**src/rtl/instr_ctrl_decoder.sv**
```systemverilog
module instr_ctrl_decoder #(
  parameter int OPW = 6,
  parameter int FNW = 6
) (
  input  logic [OPW-1:0] opcode,
  input  logic [FNW-1:0] funct,
  output logic           reg_dst,
  output logic           alu_src,
  output logic           mem_to_reg,
  output logic           reg_wr,
  output logic           mem_rd,
  output logic           mem_wr,
  output logic           branch,
  output logic           jump,
  output logic [2:0]     alu_op
);
  localparam logic [OPW-1:0] OP_REG  = OPW'(6'b000000);
  localparam logic [OPW-1:0] OP_LOAD = OPW'(6'b100011);
  localparam logic [OPW-1:0] OP_STOR = OPW'(6'b101011);
  localparam logic [OPW-1:0] OP_BREQ = OPW'(6'b000100);
  localparam logic [OPW-1:0] OP_JUMP = OPW'(6'b000010);

  localparam logic [FNW-1:0] FN_ADD = FNW'(6'b100000);
  localparam logic [FNW-1:0] FN_SUB = FNW'(6'b100010);
  localparam logic [FNW-1:0] FN_AND = FNW'(6'b100100);
  localparam logic [FNW-1:0] FN_OR  = FNW'(6'b100101);
  localparam logic [FNW-1:0] FN_SLT = FNW'(6'b101010);

  localparam logic [2:0] A_AND = 3'b000;
  localparam logic [2:0] A_OR  = 3'b010;
  localparam logic [2:0] A_ADD = 3'b100;
  localparam logic [2:0] A_SUB = 3'b101;
  localparam logic [2:0] A_SLT = 3'b111;

  typedef enum logic [1:0] {CLS_ADD = 2'b00, CLS_SUB = 2'b01, CLS_FN = 2'b10} alu_cls_e;

  alu_cls_e cls;
  logic     main_wr;
  logic     fn_ok;

  always_comb begin
    reg_dst    = 1'b0;
    alu_src    = 1'b0;
    mem_to_reg = 1'b0;
    main_wr    = 1'b0;
    mem_rd     = 1'b0;
    mem_wr     = 1'b0;
    branch     = 1'b0;
    jump       = 1'b0;
    cls        = CLS_ADD;
    case (opcode)
      OP_REG:  begin reg_dst = 1'b1; main_wr = 1'b1; cls = CLS_FN; end
      OP_LOAD: begin alu_src = 1'b1; mem_to_reg = 1'b1; main_wr = 1'b1; mem_rd = 1'b1; end
      OP_STOR: begin alu_src = 1'b1; mem_wr = 1'b1; end
      OP_BREQ: begin branch = 1'b1; cls = CLS_SUB; end
      OP_JUMP: jump = 1'b1;
      default: ;
    endcase
  end

  always_comb begin
    fn_ok  = 1'b1;
    alu_op = A_ADD;
    case (cls)
      CLS_SUB: alu_op = A_SUB;
      CLS_FN: begin
        case (funct)
          FN_ADD:  alu_op = A_ADD;
          FN_SUB:  alu_op = A_SUB;
          FN_AND:  alu_op = A_AND;
          FN_OR:   alu_op = A_OR;
          FN_SLT:  alu_op = A_SLT;
          default: fn_ok  = 1'b0;
        endcase
      end
      default: alu_op = A_ADD;
    endcase
  end

  assign reg_wr = main_wr & fn_ok;

  always_comb begin

    strobe_excl_chk: assert ($countones({mem_rd, mem_wr, branch, jump}) <= 1)
      else $error("strobes not exclusive");

    wr_conflict_chk: assert (!(reg_wr && mem_wr)) else $error("reg write with store");

    store_path_chk: assert (!mem_wr || (alu_src && alu_op == A_ADD)) else $error("store path");

    branch_sub_chk: assert (!branch || alu_op == A_SUB) else $error("branch not subtract");

    load_path_chk: assert (!mem_rd || (mem_to_reg && reg_wr && alu_op == A_ADD))
      else $error("load path");

    unlisted_quiet_chk: assert (opcode == OP_REG || opcode == OP_LOAD || opcode == OP_STOR ||
                                opcode == OP_BREQ || opcode == OP_JUMP ||
                                !(reg_wr || mem_rd || mem_wr || branch || jump || reg_dst))
      else $error("unlisted opcode not inert");
  end
endmodule

```
**config.mk**
```make
export PLATFORM = sky130hd
export DESIGN_NAME = instr_ctrl_decoder
export DESIGN_NICKNAME = d
export VERILOG_FILES = /design/src/rtl/instr_ctrl_decoder.sv
export SDC_FILE = /design/constraint.sdc
export NUM_CORES = 1
export LEC_CHECK = 0
export BUFFER_PORTS_ARGS = -buffer_cell sky130_fd_sc_hd__buf_2
export CAP_MARGIN = 0
export CORE_AREA = 10 10 47 49
export DETAILED_ROUTE_END_ITERATION = 7
export DIE_AREA = 0 0 57 59
export GPL_TIMING_DRIVEN = 0
export SYNTH_ARGS = -nofsm -noshare
export SYNTH_HDL_FRONTEND = slang
export SYNTH_SLANG_ARGS = --single-unit
```
**constraint.sdc**
```tcl
create_clock -name vclk -period 1.6
set_input_delay 0.16 -clock vclk [all_inputs]
set_output_delay 0.16 -clock vclk [all_outputs]
set_load 0.03 [all_outputs]
```
## Word level (Yosys, flattened, before mapping)

Index checks and enable logic that the tools add are counted.

| operators by class | value |
|---|---|
| multiplexer cells | 12 |
| equality and inequality tests | 11 |
| reduce and logical (&&, ||, !) cells | 4 |
| bitwise gates (word level) | 1 |

Operator list:

| operator | count |
|---|---|
| equality test 6 bit, second input constant | 7 |
| case mux 3 bit (4 select lines) | 1 |
| 2-to-1 mux 1 bit | 9 |
| equality test 6 x 2 -> 1 bit, second input constant | 1 |
| equality test 6 x 3 -> 1 bit, second input constant | 1 |
| zero test 6 bit | 1 |
| case mux 3 bit (2 select lines) | 1 |
| OR reduction 5 bit | 1 |
| case mux 2 bit (2 select lines) | 1 |
| OR reduction 2 bit | 2 |
| equality test 2 x 1 -> 1 bit, second input constant | 1 |
| equality test 2 bit, second input constant | 1 |
| AND 1 bit | 1 |

| storage, ports and cells | value |
|---|---|
| output and inout bits | 11 |
| flip-flop bits (word level) | 0 |
| bits of input ports | 12 |
| logic and storage cells | 28 |

## Longest topological paths before layout

| logic depth | value |
|---|---|
| depth after elaboration | 5 |
| gate-level depth with buffers | 6 |
| depth with buffers taken out | 6 |

## Worst setup path after synthesis

No wires, ideal clock.

| path | value |
|---|---|
| kind | input port to output port |
| start | input port opcode[1] |
| end | output port alu_op[1] |
| cell stages on the path | 5 |
| required time | 1440 ps |
| path slack | -374 ps |
| data arrival time | 1814 ps |
| path buffers | 0 |
| path through | nor3_1 -> nand3_1 -> inv_1 -> ha_1 -> nor3_1 |

| between the ends | value |
|---|---|
| longest elaborated chain between the ends | 4 |
| elaborated cells on any way between the ends | 6 |
| classes of those cells | eq/ne: 3; mux: 2; reduce/logical: 1 |

Ends and longest elaborated chain:

| what | RTL line | source |
|---|---|---|
| from (decl) | 5 | `input logic [OPW-1:0] opcode,` |
| equality test 6 x 3 -> 1 bit or zero test 6 bit (tied branches) | 51 | `case (opcode)` |
| case mux 2 bit (2 select lines) (*) | 51 |  |
| equality test 2 bit or equality test 2 x 1 -> 1 bit (tied branches) | 64 | `case (cls)` |
| case mux 3 bit (2 select lines) (*) | 64 |  |
| to (decl) | 15 | `output logic [2:0] alu_op` |

Every way passes the cells marked *; elsewhere a longest branch is shown, timed or not.

## Worst setup path in the final report

| path | value |
|---|---|
| start | input port opcode[0] |
| end | output port alu_op[2] |

The elaborated chain is that of the path after synthesis.

==> run summary <==
Vias: 322
Final nets: 74
Failing checks: setup timing
Die ar.: 3363 µm²
Final Power: 0.00007286 W
Worst path most repeated cell: buf_6
Share of cells above drive strength 1: 70.69%
Most area-consuming cells after synthesis: ha_1, nor3b_2, nor3_1, nand2_1, nor4b_2
IO buf count: 23
# Max-Cap Violations: 0
Final period utilization: 104.6%
RSZ-0062 raised after global routing: true
Cell Rows: 14
CP Cell Sequence: buf_8 -> nor3_4 -> buf_6 -> nand2_4 -> ha_4 -> a31oi_4 -> or3b_4 -> buf_6
Final min period: 1674 ps
PwrDens: 148.9 nW/µm²
Placed insts: 71
Synthesized cell area: 211.5 µm²
Die Wd: 57 µm
DP Wirelength: 738.6 µm
Syn_nets: 46
Max Fclk: 597.5 MHz
Post-route insts no fill: 74
Critical path startpoint category: input port
VDD IR max: 44.93 µV
Die Span Y: 59 µm
First-pass GRT wire length: 1490 µm
Leakage: 0.2376 nW
Final Worst Setup Slack: -73.64 ps
Remaining DRCs: 0
Ant diodes: 0
Register area: 0 µm²
Routed WL per cell: 11.88 µm
Initial drt markers: 1
CP arrival: 1510 ps
Overall global routing resource usage: 4.959%
Grt total ovfl: 0
Hold-fix buffers, CTS: 0
Placer Congestion: 0.6317
Buf/Inv on CP: 3
Share of the synthesized area in the top cell type: 11.83%
Worst setup EP type: primary output
CP delay by family, top: simple AND/OR/NAND/NOR gates
Largest net degree at the start of global routing: 5
Required time of the critical path: 1440 ps
Avg Cell Area, Syn: 6.608 µm²
Seq/Total Area, Yosys: 0%
Seq cells: 0
Count of pins over their slew limit: 0
Slowest stage cell on the critical path: or3b_4
Antenna-violating nets left: 0
Clk_buf instances: 0
Crit Path Category: input port to primary output
Vias per cell: 4.351
Final WL: 879 µm
Core box area: 1401 µm²
Initial core utilization: 15.09%
Ys Warns: 0
Util after Layout: 34.91%
Max-slew headroom: 75.20%
# setup viols final: 1
Synth top cells by count: nand2_1, nor3_1, nor2_1
Leading area contributor after synthesis: ha_1
Hold Crit Class: input port to primary output
Fin. Hold Viols: 0
Slew @ Worst Pin: 371.3 ps
Synth Instances: 32
Vias in the first global route: 369
Synth-to-layout area growth: 131.4%
Antenna violations before repair: 0
Synth unique cells: 20
DR pass1 iterations: 2
Crit path max fanout: 4
Outcome: finished with violations
Slowest Stage Delay on Critical Path: 400 ps
Top-Level Pins: 23
kinds of logic (layout without fill, tap and decap cells):
group	Yosys count	count (layout)	share of synthesized area (%)
compound gates	5	5	14.79
fa+ha+maj	2	2	11.83
buf+inv	3	29	7.103
mux	1	1	4.734
simple gates	21	21	61.54
routing by layer:
metal	track usage (%)	wire [µm]	vias to the layer above
li1	-	-	167
met1	5.077	331	145
met2	9.922	467	10
met3	1.717	80	0
met4	0	0	0
met5	0	0	-
worst paths after layout:
kind  startpoint         to  cells after the start
max    opcode[0]  alu_op[2]                      8
min    opcode[0]       jump                      3
metrics by stage:
stage	area, µm²	setup WS, ps	setup TNS (ps)	hold slack, ps
2_1_floorplan	226.5	-56.78	-56.78	393.3
3_3_place_gp	361.6	-267.3	-312.3	642.9
3_5_place_dp	361.6	-272.7	-294.6	648.3
4_1_cts	466.7	-108.3	-108.3	624.9
5_1_grt	489.2	-125.9	-211.1	623.8
6_report	489.2	-73.64	-73.64	613.7
area by class of cell:
type	count	area, µm²
inverters	2	7.507
plain buffers	1	7.507
fillers	158	912.1
well taps	16	20.02
repair buffers	26	172.7
multi-input cells	29	281.5
report_power, final:
group	switching [W]	internal [W]	leakage [nW]
combinational	0.0000373	0.0000356	0.238
clock	0	0	0
sequential	0	0	0
cells in the final DEF (no fill, tap or decap), types with 2 or more instances in the layout:
cell type	instances
buf_2	18
buf_4	4
nand2_1	3
nor3_4	2
nor2_1	2
nor3b_2	2
ha_4	2
buf_8	2
buf_6	2
repair_timing:
action / CTS / global route
endpoints found under the setup margin: 2 / 3
pin swaps: 5 / 4
endpoints found under the hold margin: 0 / 0
gates resized for setup: 19 / 5
setup buffers: 2 / 1
Power figures use the tool's default switching activity.
